File: config.mk
export PLATFORM = sky130hd
export DESIGN_NAME = mono_scan_renderer
export DESIGN_NICKNAME = d
export VERILOG_FILES = /design/src/rtl/scan_render_pkg.sv /design/src/rtl/scan_timer.sv /design/src/rtl/rect_hit.sv /design/src/rtl/digit_hit.sv /design/src/rtl/mono_scan_renderer.sv
export SDC_FILE = /design/constraint.sdc
export NUM_CORES = 1
export LEC_CHECK = 0
export ABC_AREA = 0
export BUFFER_PORTS_ARGS = -buffer_cell sky130_fd_sc_hd__clkbuf_2
export CORE_MARGIN = 2
export CORE_UTILIZATION = 29
export DETAILED_ROUTE_END_ITERATION = 7
export PLACE_DENSITY_LB_ADDON = 0.25
export SYNTH_ARGS = -nofsm -noshare
export SYNTH_HDL_FRONTEND = slang
export SYNTH_SLANG_ARGS = --single-unit
File: constraint.sdc
create_clock -name clk -period 2.5 [get_ports clk]
set_clock_uncertainty 0.1 [all_clocks]
set_input_delay 0.125 -clock clk [delete_from_list [all_inputs] [get_ports clk]]
set_output_delay 0.125 -clock clk [all_outputs]
set_load 0.05 [all_outputs]
File: src/rtl/scan_render_pkg.sv
package scan_render_pkg;

    typedef struct packed {
        logic hs_n;
        logic vs_n;
        logic grn;
    } pix_out_t;

    // bit 0 = a ... bit 6 = g
    function automatic logic [6:0] seg_decode(input logic [3:0] code);
        logic [6:0] m;
        case (code)
            4'd0: m = 7'b0111111;
            4'd1: m = 7'b0000110;
            4'd2: m = 7'b1011011;
            4'd3: m = 7'b1001111;
            4'd4: m = 7'b1100110;
            4'd5: m = 7'b1101101;
            4'd6: m = 7'b1111101;
            4'd7: m = 7'b0000111;
            4'd8: m = 7'b1111111;
            4'd9: m = 7'b1101111;
            default: m = 7'b0000000;
        endcase
        return m;
    endfunction

    function automatic int seg_off_x(input int s, input int l, input int t);
        return (s == 1 || s == 2) ? (l - t) : 0;
    endfunction

    function automatic int seg_off_y(input int s, input int l, input int t);
        case (s)
            2, 4, 6: return l;
            3:       return 2 * l - t;
            default: return 0;
        endcase
    endfunction

    function automatic int seg_w(input int s, input int l, input int t);
        return (s == 0 || s == 3 || s == 6) ? l : t;
    endfunction

    function automatic int seg_h(input int s, input int l, input int t);
        return (s == 0 || s == 3 || s == 6) ? t : l;
    endfunction

endpackage

File: src/rtl/scan_timer.sv
module scan_timer #(
    parameter int H_TOTAL = 800,
    parameter int V_TOTAL = 525,
    parameter int CW      = 12
) (
    input  logic          clk,
    input  logic          rst_n,
    output logic [CW-1:0] col,
    output logic [CW-1:0] row
);
    typedef struct packed {
        logic [CW-1:0] h;
        logic [CW-1:0] v;
    } cnt_t;

    localparam logic [CW-1:0] H_LAST = CW'(H_TOTAL - 1);
    localparam logic [CW-1:0] V_LAST = CW'(V_TOTAL - 1);

    cnt_t cnt_d, cnt_q;

    always_comb begin
        cnt_d = cnt_q;
        if (cnt_q.h == H_LAST) begin
            cnt_d.h = '0;
            if (cnt_q.v == V_LAST) cnt_d.v = '0;
            else                   cnt_d.v = cnt_q.v + 1'b1;
        end else begin
            cnt_d.h = cnt_q.h + 1'b1;
        end
    end

    always_ff @(posedge clk or negedge rst_n) begin
        if (!rst_n) cnt_q <= '0;
        else        cnt_q <= cnt_d;
    end

    assign col = cnt_q.h;
    assign row = cnt_q.v;
endmodule

File: src/rtl/rect_hit.sv
module rect_hit #(
    parameter int CW = 12,
    parameter int W  = 8,
    parameter int H  = 8
) (
    input  logic [CW-1:0] px,
    input  logic [CW-1:0] py,
    input  logic [CW-1:0] x0,
    input  logic [CW-1:0] y0,
    output logic          hit
);
    localparam logic [CW-1:0] WV = CW'(W);
    localparam logic [CW-1:0] HV = CW'(H);

    logic in_x, in_y;

    always_comb begin
        in_x = (px >= x0) && (px < x0 + WV);
        in_y = (py >= y0) && (py < y0 + HV);
        hit  = in_x && in_y;
    end
endmodule

File: src/rtl/digit_hit.sv
module digit_hit #(
    parameter int CW    = 12,
    parameter int ORG_X = 0,
    parameter int ORG_Y = 0,
    parameter int L     = 16,
    parameter int T     = 4
) (
    input  logic [CW-1:0] px,
    input  logic [CW-1:0] py,
    input  logic [3:0]    code,
    output logic          hit
);
    import scan_render_pkg::*;

    localparam int NSEG = 7;

    logic [NSEG-1:0] seg_on;
    logic [NSEG-1:0] seg_mask;

    for (genvar s = 0; s < NSEG; s++) begin : g_seg
        localparam int SX = ORG_X + seg_off_x(s, L, T);
        localparam int SY = ORG_Y + seg_off_y(s, L, T);
        rect_hit #(
            .CW (CW),
            .W  (seg_w(s, L, T)),
            .H  (seg_h(s, L, T))
        ) u_seg (
            .px  (px),
            .py  (py),
            .x0  (CW'(SX)),
            .y0  (CW'(SY)),
            .hit (seg_on[s])
        );
    end

    always_comb begin
        seg_mask = seg_decode(code);
        hit      = |(seg_on & seg_mask);
    end
endmodule

File: src/rtl/mono_scan_renderer.sv
module mono_scan_renderer #(
    parameter int POS_W   = 10,
    parameter int H_VIS   = 640,
    parameter int H_FP    = 16,
    parameter int H_SYNC  = 96,
    parameter int H_BP    = 48,
    parameter int V_VIS   = 480,
    parameter int V_FP    = 10,
    parameter int V_SYNC  = 2,
    parameter int V_BP    = 33,
    parameter int BALL_SZ = 8,
    parameter int PAD_W   = 8,
    parameter int PAD_H   = 48,
    parameter int PADL_X  = 16,
    parameter int PADR_X  = 616,
    parameter int DIGL_X  = 256,
    parameter int DIGR_X  = 352,
    parameter int DIG_Y   = 16,
    parameter int SEG_L   = 16,
    parameter int SEG_T   = 4
) (
    input  logic             clk,
    input  logic             rst_n,
    input  logic [POS_W-1:0] ball_x,
    input  logic [POS_W-1:0] ball_y,
    input  logic [POS_W-1:0] pad_l_y,
    input  logic [POS_W-1:0] pad_r_y,
    input  logic [3:0]       score_l,
    input  logic [3:0]       score_r,
    output logic             hsync_n,
    output logic             vsync_n,
    output logic             green
);
    import scan_render_pkg::*;

    localparam int H_TOTAL  = H_VIS + H_FP + H_SYNC + H_BP;
    localparam int V_TOTAL  = V_VIS + V_FP + V_SYNC + V_BP;
    localparam int HC_W     = $clog2(H_TOTAL);
    localparam int VC_W     = $clog2(V_TOTAL);
    localparam int CNT_W    = (HC_W > VC_W) ? HC_W : VC_W;
    localparam int CW       = ((CNT_W > POS_W) ? CNT_W : POS_W) + 1;
    localparam logic [CW-1:0] HS_LO  = CW'(H_VIS + H_FP);
    localparam logic [CW-1:0] HS_HI  = CW'(H_VIS + H_FP + H_SYNC);
    localparam logic [CW-1:0] VS_LO  = CW'(V_VIS + V_FP);
    localparam logic [CW-1:0] VS_HI  = CW'(V_VIS + V_FP + V_SYNC);
    localparam logic [CW-1:0] H_VISV = CW'(H_VIS);
    localparam logic [CW-1:0] V_VISV = CW'(V_VIS);
    localparam int NOBJ = 5;

    logic [CW-1:0] col, row;
    logic [CW-1:0] bx, by, ly, ry;
    logic [NOBJ-1:0] obj_hit;

    scan_timer #(
        .H_TOTAL (H_TOTAL),
        .V_TOTAL (V_TOTAL),
        .CW      (CW)
    ) u_timer (
        .clk   (clk),
        .rst_n (rst_n),
        .col   (col),
        .row   (row)
    );

    assign bx = CW'(ball_x);
    assign by = CW'(ball_y);
    assign ly = CW'(pad_l_y);
    assign ry = CW'(pad_r_y);

    rect_hit #(.CW(CW), .W(BALL_SZ), .H(BALL_SZ)) u_ball (
        .px(col), .py(row), .x0(bx), .y0(by), .hit(obj_hit[0])
    );

    rect_hit #(.CW(CW), .W(PAD_W), .H(PAD_H)) u_pad_l (
        .px(col), .py(row), .x0(CW'(PADL_X)), .y0(ly), .hit(obj_hit[1])
    );

    rect_hit #(.CW(CW), .W(PAD_W), .H(PAD_H)) u_pad_r (
        .px(col), .py(row), .x0(CW'(PADR_X)), .y0(ry), .hit(obj_hit[2])
    );

    digit_hit #(
        .CW(CW), .ORG_X(DIGL_X), .ORG_Y(DIG_Y), .L(SEG_L), .T(SEG_T)
    ) u_dig_l (
        .px(col), .py(row), .code(score_l), .hit(obj_hit[3])
    );

    digit_hit #(
        .CW(CW), .ORG_X(DIGR_X), .ORG_Y(DIG_Y), .L(SEG_L), .T(SEG_T)
    ) u_dig_r (
        .px(col), .py(row), .code(score_r), .hit(obj_hit[4])
    );

    pix_out_t out_d, out_q;
    logic     visible;

    always_comb begin
        visible    = (col < H_VISV) && (row < V_VISV);
        out_d.hs_n = !((col >= HS_LO) && (col < HS_HI));
        out_d.vs_n = !((row >= VS_LO) && (row < VS_HI));
        out_d.grn  = visible && (|obj_hit);
    end

    always_ff @(posedge clk or negedge rst_n) begin
        if (!rst_n) out_q <= '{hs_n: 1'b1, vs_n: 1'b1, grn: 1'b0};
        else        out_q <= out_d;
    end

    assign hsync_n = out_q.hs_n;
    assign vsync_n = out_q.vs_n;
    assign green   = out_q.grn;
endmodule

# Yosys cells after proc, flatten, opt, wreduce, memory -nomap -nowiden
# Memory sizes are Yosys's and may differ from the RTL's.
# Index checks and enable logic that the tools add are counted.
word_totals:
  out_inout_bits: 3
  reg_bits: 25
  mem_bits_ro: 224
  latch_bits: 0
  wordCells: 93
  ramBits: 0
  input_bits: 50
  mem_count: 2
mem_list:
  columns: ["memory", "words", "word_bits", "read_ports", "rd_ports_with_merged_regs", "write_ports", "line", "rtl"]
  rows:
  - ["(name not given)", 16, 7, 1, 0, 0, "scan_render_pkg.sv:12", "case (code)"]
  - ["(name not given)", 16, 7, 1, 0, 0, "scan_render_pkg.sv:12", null]
classes:
  shifts: 0
  mul: 0
  n_mux: 2
  n_div: 0
  n_reduce_logical: 41
  addsub: 6
  magnitude_cmp: 33
  n_eq_ne: 2
  bitwise_logic: 2
op_table:
  columns: ["cell", "n"]
  rows:
  - ["11-bit by 9-bit less-than comparator with 1-bit output (second input constant)", 6]
  - ["11-bit by 9-bit >= comparator with 1-bit output (second input constant)", 5]
  - ["11-bit by 10-bit >= comparator with 1-bit output", 4]
  - ["11-bit less-than comparator", 4]
  - ["1-bit logical AND", 38]
  - ["11-bit by 10-bit less-than comparator with 1-bit output (second input constant)", 3]
  - ["11-bit by 6-bit less-than comparator with 1-bit output (second input constant)", 3]
  - ["10-bit by 4-bit adder with 11-bit output (second input constant)", 2]
  - ["10-bit by 6-bit adder with 11-bit output (second input constant)", 2]
  - ["11-bit by 1-bit adder with 11-bit output (second input constant)", 2]
  - ["11-bit by 10-bit == test with 1-bit output (second input constant)", 2]
  - ["11-bit by 10-bit >= comparator with 1-bit output (second input constant)", 2]
  - ["11-bit by 5-bit >= comparator with 1-bit output (second input constant)", 2]
  - ["11-bit by 6-bit >= comparator with 1-bit output (second input constant)", 2]
  - ["11-bit by 5-bit less-than comparator with 1-bit output (second input constant)", 2]
  - ["11-bit 2-to-1 mux", 2]
  - ["17-bit OR reduction", 1]
  - ["7-bit bitwise AND", 2]
  - ["1-bit zero test", 2]

# Logic depth before layout (Yosys ltp)
# Gate-level depths: netlist of run 1.
depth:
  ltp_word: 6
  depth_mapped: 12
  mapped_depth_nobuf: 12

# By module
# Synthesis of run 1 repeated with hierarchy kept, for this count alone.
hier_totals:
  cells_unflattened: 2611
  hier_area_um2: 20389.6
modules_own_cells:
  columns: ["module", "seq_area_each_um2", "cells_each", "area_per_inst_um2", "n_inst"]
  rows:
  - ["rect_hit (u_dig_l.g_seg[2].u_seg ...)", 0.0, 142, 1127.3, 4]
  - ["rect_hit (u_dig_l.g_seg[1].u_seg ...)", 0.0, 145, 1092.3, 4]
  - ["rect_hit (u_dig_l.g_seg[6].u_seg ...)", 0.0, 146, 1098.6, 3]
  - ["rect_hit (u_dig_l.g_seg[0].u_seg ...)", 0.0, 145, 1093.5, 3]
  - ["rect_hit (u_pad_l ...)", 0.0, 140, 1107.3, 2]
  - ["rect_hit (u_ball)", 0.0, 142, 1112.3, 1]
  - ["scan_timer", 550.5, 99, 1082.3, 1]
  - ["digit_hit", 0.0, 25, 180.2, 2]
  - ["mono_scan_renderer", 77.6, 19, 165.2, 1]

# Worst setup path after synthesis of run 1
# OpenSTA, ideal clock, no wires.
synth_path:
  kind: "register -> register"
  start: "reg u_timer.cnt_q (netlist bit u_timer.row[8])"
  end: "reg out_q (netlist bit green)"
  setup_slack_ps: 250
  path_buffers: 0
  setup_ps: 135
  period_less_slack_ps: 2250
  t_arrival_ps: 2015
  required_ps: 2265
  stages_incl_launch_ff: 9
  cell_sequence: "dfrtp_1 -> ha_1 -> a21o_1 -> a211o_1 -> or3_1 -> o22ai_1 -> nor4_1 -> a211oi_1 -> a211oi_2"
synth_rtl:
  columns: ["element", "line", "rtl"]
  rows:
  - ["start, declared", "scan_timer.sv:19", "cnt_t cnt_d, cnt_q;"]
  - ["start signal, assigned", "scan_timer.sv:34", "else cnt_q <= cnt_d;"]
  - ["end signal, assigned", "mono_scan_renderer.sv:105", "if (!rst_n) out_q <= '{hs_n: 1'b1, vs_n: 1'b1, grn: 1'b0};"]
  - ["end signal, assigned", "mono_scan_renderer.sv:106", "else out_q <= out_d;"]
  - ["end, declared", "mono_scan_renderer.sv:94", "pix_out_t out_d, out_q;"]

==> impl_metrics.yaml, run 1 <==
finish:
  stdcell_count: 727
  area_growth_pct: 18.7
  num_antenna_cells: 0
  nets: 692
  drive_above_1_share: 0.180
logic_synthesis:
  synth_top_family_by_area: "adder cells"
  synth_fp_nets: 619
  netlist.area_leader.share: 0.291
  syn_inst: 479
  avgSynthCellArea_um2: 8.08
  synth-edff-count: 0
  synth.area.top_cells: "ha_1 (29%), dfrtp_1 (15%), xnor2_1 (5.7%), inv_1 (5.2%), o21ai_0 (4.1%)"
  synth_mux_area_frac: 0.0103
  synth_common_cells: "ha_1 (90), inv_1 (54), nor2_1 (39), o21ai_0 (32)"
  yosysWarnings: 0
  synth-seq-cells: 25
  synth-compound-area-share: 0.185
  ys_seq_area_frac: 0.162
  ys_async_sr_fraction: 1.00
  yosys.area_share.simple: 0.211
  syn-cell-area_um2: 3870
  synth_fa_ha_area_frac: 0.291
  yosysUniqueCellTypes: 56
  ys.flop_type: "dfrtp_1"
  yosysMostFrequentCell: "ha_1"
  yosysTopAreaCell: "ha_1"
  synth-xor-area-share: 0.0724
min_path:
  worst_hold_path_type: "in -> async"
detailed_routing:
  wirelength_um: 10100
  drc: 0
  num_vias: 3622
  avgViaCountPerCell: 4.98
  drt_pass1_iterations: 6
  drt_iter0_drc: 113
  ant_nets: 0
  routedWlPerCell_um: 14.0
power:
  power_density_nw_per_um2: 225
  max-vdd-ir-drop_mv: 0.205
  leakage_nw: 2.35
critical_path:
  worstPathRequired_ns: 2.58
  path_max_fanout: 6
  start_kind: "flip-flop"
  crit_start: "u_timer.row[7]"
  ff2ff_setup_slack_ns: 0.08
  r2r_start: "u_timer.row[7]"
  end_kind: "flip-flop"
  timing.rr.end: "green"
  worst_r2r_path_depth: 8
  critPathKind: "reg -> reg"
  worstPathArrival_ns: 2.50
  setup.worst_path.end: "green"
clock_network:
  cts_setup_buffers: 0
  clock-sinks: 25
  cts_tree: "done"
  cts_buffers: 3
  cts_root_buf: "clkbuf_16"
  h-tree-depth: 1
  clk_latency_ns: 0.26
  clk_path_buf_depth: 2
  clk_pin_slew_ns: 0.07
floorplanning:
  die_w_um: 120
  coreArea_um2: 13100
  ioPinCount: 53
  start_util: 0.294
  rows: 42
  dieArea_um2: 14300
  die_y_um: 120
grt:
  overflow: 0
  grt_usage: 0.146
  grt_pass1_vias: 3642
  grt_pass1_wl_um: 17000
  grt_max_degree: 26
  antenna_found_initial: 0
placed_design:
  dpl.hpwl_um: 8670
  port_buffers: 52
  gp_congestion: 0.881
  dpl.cell_count: 722
  place_ws_ns: -0.00737
status:
  status: "finished, final reports clean"
timing:
  slew_viol_final: 0
  rsz0062_at_grt: "true"
  clock.fmax_mhz: 413
  fin_ws_ns: 0.0783
  setup_viol: 0
  fin_crit_sh: 0.969
  tightest_slew_ns: 0.652
  hold_violations: 0
  finalSetupTns_ns: 0
  relSlewSlack: 0.566
  fin_crit_ns: 2.42
flow_run:
  cap_violations: 0
==> registers in the layout, summed over array words and instances (netlist names) <==
signal,count
u_timer.col,11
u_timer.row,11
green,1
hsync_n,1
vsync_n,1
==> through the flow <==
step	instance area, um^2	power [mW]	utilization	hold slack [ns]
floorplan	3870	0.576	-	-0.271
global placement	4490	0.676	0.342	0.0887
detailed placement	4490	0.683	0.342	0.0959
CTS	4580	1.05	0.348	0.354
global route	4590	1.11	0.349	0.395
finish	4590	1.03	0.349	0.329
==> cells by family (layout without fill, tap and decap cells) <==
kind of cell               after synthesis  in the layout
and+or+nand+nor                        152            152
AOI/OAI and AO/OA                      110            110
adders and majority gates               90             90
buffers and inverters                   66            138
xor gates and xnor gates                32             32
DFF                                     25             25
muxes                                    4              4
==> critical path, cell delays in order, from the launching register on <==
cell	delay, ns
dfrtp_1	0.50
nor4_4	0.39
nand3_2	0.19
a31o_1	0.23
nor4b_1	0.35
a211o_1	0.17
a2111oi_2	0.05
buf_4	0.16
a211oi_2	0.19
==> worst min path at each step <==
stage / to / slack (ns) / depth (start not counted)
finish: u_timer.col[1] / 0.33 / 2
global placement: u_timer.col[1] / 0.09 / 1
CTS: u_timer.row[3] / 0.35 / 2
global route: green / 0.39 / 2
floorplan: green / -0.27 / 0
detailed placement: u_timer.col[1] / 0.1 / 1
==> cell type report <==
type                    count  area (um^2)
flip-flops and latches     25          629
multi-input cells         388         2990
repair buffers             80          473
clock buffers               4         78.8
inverters                  54          203
well taps                 176          220
fillers                  1418         8550
==> metal layers <==
layer	wire length (um)	up-vias	GRT usage	share of wire
li1	-	1879	-	-
met1	4880	1700	0.192	0.48
met3	211	4	0.0133	0.021
met4	46	0	0.0184	0.0045
met5	0	-	0	0
met2	5010	39	0.266	0.49
==> layout by cell type, fill, tap and decap left out, types with 3 or more instances in the layout <==
cell	n
ha_1	90
inv_1	53
clkbuf_2	52
nor2_1	39
o21ai_0	32
buf_4	27
nand2_1	26
a21oi_1	26
nand3_1	25
xnor2_1	25
dfrtp_1	22
nor3_1	15
a211oi_1	12
a21o_1	9
nand4_1	7
xor2_1	7
nor4b_1	5
nand2b_1	4
nand4b_1	4
o211ai_1	4
mux2i_1	4
o31ai_1	3
a31oi_1	3
or3_1	3
nor4_1	3
nor2b_1	3
o21a_1	3
clkbuf_16	3
==> power breakdown <==
| part | switching [mW] | internal [mW] |
|---|---|---|
| sequential | 0.000000918 | 0.405 |
| combinational | 0.151 | 0.120 |
| clock | 0.140 | 0.218 |
| total | 0.291 | 0.742 |
==> timing repair <==
action / 4_1_cts / 5_1_grt
hold buffers: 1 / 0
resized for setup: 0 / 4
endpoints found under the hold margin: 23 / 0
setup endpoints to repair: 0 / 3
No activity file was read; power rests on OpenSTA's default activity.
==> run 2: changes to the inputs <==
REMOVE_ABC_BUFFERS = 1   (was unset)
==> run 2 against run 1 <==
Effect of this change:
- cell area rose by 1.2%
- critical path depth did not move
- cell count rose by 0.69%
- count of clock-buffer cells in the layout fell by 1
- largest cell class unchanged
- largest power group unchanged
- highest routed layer unchanged
==> impl_metrics.yaml, run 2 (synthesized netlist as in run 1, its figures left out) <==
floorplanning:
  dieArea_um2: 14300
  ioPinCount: 53
  die_w_um: 120
  coreArea_um2: 13100
  rows: 42
  start_util: 0.294
  die_y_um: 120
min_path:
  worst_hold_path_type: "in -> async"
critical_path:
  worst_r2r_path_depth: 8
  path_max_fanout: 4
  cpLargestDelayFamily: "compound AO/OA/AOI/OAI gates"
  worstPathArrival_ns: 2.49
  timing.rr.end: "green"
  worstPathRequired_ns: 2.54
  cp.buffers_inverters: 0
  ff2ff_setup_slack_ns: 0.05
  end_kind: "flip-flop"
  critical_path.slowest_cell: "dfrtp_2"
  r2r_start: "u_timer.row[8]"
  start_kind: "flip-flop"
  cp_cell_sequence: "ha_1 -> a21o_1 -> a211o_1 -> or3_1 -> o22ai_2 -> nor4_1 -> a211oi_1 -> a211oi_2"
  slowest_delay_ns: 0.46
  critPathKind: "reg -> reg"
detailed_routing:
  ant_nets: 0
  drt_pass1_iterations: 4
  met2_length_um: 5380
  routedWlPerCell_um: 15.1
  drt_iter0_drc: 106
  maxUsedRoutingLayer: "met4"
  avgViaCountPerCell: 5.02
  wl_met1_um: 5120
  dr_wl_met3_um: 364
  wirelength_um: 11100
  drc: 0
  num_vias: 3671
timing:
  rsz0062_at_grt: "true"
  tightest_slew_ns: 0.674
  slew_viol_final: 0
  clock.fmax_mhz: 408
  fin_hold_ws_ns: 0.340
  fin_crit_sh: 0.982
  setup_viol: 0
  fin_crit_ns: 2.45
  hold_violations: 0
  relSlewSlack: 0.550
clock_network:
  clk_pin_slew_ns: 0.07
  clock-sinks: 25
  cts_buffers: 3
  cts_tree: "done"
  h-tree-depth: 1
  clk_path_buf_depth: 2
  cts_setup_buffers: 0
  clk_latency_ns: 0.26
  cts_root_buf: "clkbuf_16"
grt:
  grt_usage: 0.157
  grt_pass1_vias: 3751
  grt_max_degree: 26
  grt_pass1_wl_um: 18400
  antenna_found_initial: 0
  overflow: 0
placed_design:
  port_buffers: 52
  dpl.hpwl_um: 9210
  dpl.cell_count: 727
  gp_congestion: 0.859
finish:
  area_growth_pct: 20.1
  layout_commonest_cell: "ha_1"
  final_core_util: 0.354
  final_cell_mix: "ha_1 (90), inv_1 (54), clkbuf_2 (52)"
  drive_above_1_share: 0.194
  num_antenna_cells: 0
  fillers: 1425
  stdcell_count: 732
  nets: 697
power:
  power_density_nw_per_um2: 227
  max-vdd-ir-drop_mv: 0.175
  leakage_nw: 2.38
flow_run:
  cap_violations: 0
status:
  status: "finished, final reports clean"
## run 2: worst max path at each step
stage,start,end,slack (ns),cells past startpoint
global placement,ball_y[5],green,0.03,13
detailed placement,ball_y[5],green,-0.12,13
global route,u_timer.row[8],green,-0.02,8
CTS,u_timer.row[8],green,0.05,8
floorplan,u_timer.col[1],u_timer.row[9],-0.16,8
finish,u_timer.row[8],green,0.05,8
## run 2: cell type report
cell class | instances | area, um^2 | share of cell area
Sequential cell | 25 | 631 | 0.136
Tap cell | 176 | 220 | 0.0474
Multi-Input combinational cell | 388 | 3000 | 0.646
Clock buffer | 3 | 75.1 | 0.0162
Timing Repair Buffer | 85 | 510 | 0.110
Inverter | 54 | 203 | 0.0436
Clock inverter | 1 | 5.00 | 0.00108
## run 2: metrics by stage
stage	instance area [um^2]	setup TNS (ns)	setup slack [ns]	power (mW)
after floorplan	3810	-0.317	-0.165	0.571
after global placement	4530	0	0.0272	0.679
after detailed placement	4530	-0.117	-0.117	0.688
after CTS	4620	0	0.0507	1.06
after global routing	4650	-0.0242	-0.0242	1.12
final	4650	0	0.0460	1.05
## run 2: worst reg2reg max path, stage by stage (launching register included)
cell and delay, ns:
dfrtp_2 0.46, ha_1 0.32, a21o_1 0.19, a211o_1 0.30, or3_1 0.34, o22ai_2 0.11, nor4_1 0.07, a211oi_1 0.33
a211oi_2 0.11
## run 2: layer usage
metal,vias up,global-route usage
met2,56,0.279
li1,1881,-
met1,1717,0.205
met3,17,0.0176
met5,-,0
met4,0,0.0353
## run 2: what timing repair did
item / 4_1_cts / 5_1_grt
setup endpoints to repair: 0 / 2
endpoints found under the hold margin: 23 / 0
resized for setup: 0 / 7
hold buffers: 1 / 0
## run 2: power by group
| part | switching [mW] | internal (mW) | total, mW |
|---|---|---|---|
| registers | 0.00000207 | 0.404 | 0.404 |
| logic | 0.156 | 0.122 | 0.278 |
| clock network | 0.156 | 0.216 | 0.372 |
==> run 3: changes to the inputs <==
CTS_CLUSTER_DIAMETER = 80   (was unset)
GPL_TIMING_DRIVEN = 0   (was unset)
HOLD_SLACK_MARGIN = 0.06   (was unset)
==> run 3 against run 2 <==
Effect of this change:
- non-clock buffer count down 21
- core utilization is 0.63 points lower
- power decreased by 2.2%
- largest cell class unchanged
- via count decreased by 2.5%
- first-iteration DRC count increased by 42%
- count of clock-buffer cells in the layout grew 1
- clock power fell by 5%
- combinational power down 2%
- sequential power about the same
- register-to-register slack improved by 0.05 ns
==> impl_metrics.yaml, run 3 (synthesized netlist as in run 1, its figures left out) <==
status:
  status: "finished, final reports clean"
timing:
  fin_crit_sh: 0.962
  slew_viol_final: 0
  hold_violations: 0
  tightest_slew_ns: 0.611
  setup_viol: 0
  clock.fmax_mhz: 416
  fin_crit_ns: 2.40
  relSlewSlack: 0.592
clock_network:
  clk_pin_slew_ns: 0.06
  clk_latency_ns: 0.26
  h-tree-depth: 1
  clock-sinks: 25
  cts_root_buf: "clkbuf_16"
  clk_path_buf_depth: 2
  cts_buffers: 3
  cts_tree: "done"
grt:
  grt_max_degree: 26
  grt_usage: 0.143
  grt_pass1_wl_um: 16800
  antenna_found_initial: 0
  overflow: 0
  grt_pass1_vias: 3527
finish:
  nets: 676
  num_antenna_cells: 0
  area_growth_pct: 18.0
  final_cell_mix: "ha_1 (89), inv_1 (53), clkbuf_2 (52)"
  drive_above_1_share: 0.189
  layout_commonest_cell: "ha_1"
  stdcell_count: 711
  seqCellArea_um2: 643
  multiInputGateArea_um2: 3060
  fillers: 1395
critical_path:
  end_kind: "flip-flop"
  start_kind: "primary input"
  critPathKind: "in -> reg"
  worstPathArrival_ns: 2.48
  path_max_fanout: 3
  worstPathRequired_ns: 2.58
power:
  totalPowerFinal_mw: 1.03
  cell_internal_pwr_mw: 0.741
  seq_power_share: 0.393
  p_sw_mw: 0.290
  pwr-share-comb: 0.265
  leakage_nw: 2.29
  max-vdd-ir-drop_mv: 0.181
  power_density_nw_per_um2: 226
  swShare: 0.281
  p_clk_frac: 0.343
detailed_routing:
  wirelength_um: 10200
  num_vias: 3578
  ant_nets: 0
  routedWlPerCell_um: 14.3
  drc: 0
  avgViaCountPerCell: 5.03
  drt_pass1_iterations: 4
  drt_iter0_drc: 151
flow_run:
  cap_violations: 0
floorplanning:
  rows: 42
  ioPinCount: 53
  dieArea_um2: 14300
  start_util: 0.294
  coreArea_um2: 13100
  die_w_um: 120
  die_y_um: 120
placed_design:
  port_buffers: 52
  dpl.cell_count: 696
  dpl.hpwl_um: 7950
  gp_congestion: 0.792
min_path:
  worst_hold_path_type: "in -> async"
==> run 3: power by group through the flow <==
stage | Combinational [mW] | Clock [mW] | Sequential [mW]
floorplan | 0.158 | 0 | 0.412
global placement | 0.259 | 0 | 0.412
detailed placement | 0.264 | 0 | 0.412
CTS | 0.269 | 0.364 | 0.405
global route | 0.315 | 0.383 | 0.404
finish | 0.273 | 0.353 | 0.405
==> run 3: worst paths after layout <==
check                           cells past startpoint        endpoint  slack (ns)            from
worst max-delay path                               13           green         0.1       ball_y[7]
worst min-delay path                                2  u_timer.col[0]        0.32           rst_n
worst max register to register                      8           green         0.1  u_timer.row[1]
worst min register to register                      1  u_timer.col[0]        0.38  u_timer.col[0]
max in group asynchronous                           2  u_timer.row[4]        1.54           rst_n
min in group clk                                    1  u_timer.col[0]        0.38  u_timer.col[0]
==> run 3: per-layer routing <==
layer | wire length (um) | GRT usage | share of wire | vias up
met5 | 0 | 0 | 0 | -
met4 | 124 | 0.0257 | 0.012 | 0
met3 | 364 | 0.0214 | 0.036 | 13
met2 | 4790 | 0.244 | 0.47 | 74
met1 | 4920 | 0.192 | 0.48 | 1648
li1 | - | - | - | 1843
==> run 3: what timing repair did <==
item / in CTS / in global routing
buffers inserted: 2 / 8
gates resized for setup: 9 / 17
pin swaps: 0 / 6
hold endpoints to repair: 23 / 0
gates cloned: 0 / 0
hold buffers: 1 / 0
setup endpoints to repair: 1 / 7
==> run 3: layout make-up <==
class,instances,share of cell area
timing repair buffer,64,0.0781
tap,176,0.0482
inverter,54,0.0452
multi-input combinational,388,0.670
sequential,25,0.141
clock buffer,4,0.0173
==> run 3: stage by stage <==
step                      TNS, ns   util  cell area (um^2)  hold slack (ns)  setup WS (ns)
final                           0  0.347              4560            0.320         0.0962
after global routing      -0.0788  0.347              4560            0.415        -0.0572
after floorplan            -0.317      -              3810           -0.271         -0.165
after CTS                       0  0.337              4430            0.368        0.00395
after global placement     -10.76  0.326              4290           0.0762          -1.17
after detailed placement   -0.312  0.327              4300           0.0770         -0.312
==> run 3: worst max-delay path, stage by stage <==
cell and delay (ns):
clkbuf_2 0.08, inv_1 0.07, nor3_2 0.24, nand3_1 0.14, xnor2_1 0.20, ha_1 0.27, and4_1 0.25, a211oi_2 0.22
o21a_1 0.17, o21ai_1 0.11, nor4_4 0.32, a211oi_2 0.10, a211oi_2 0.18
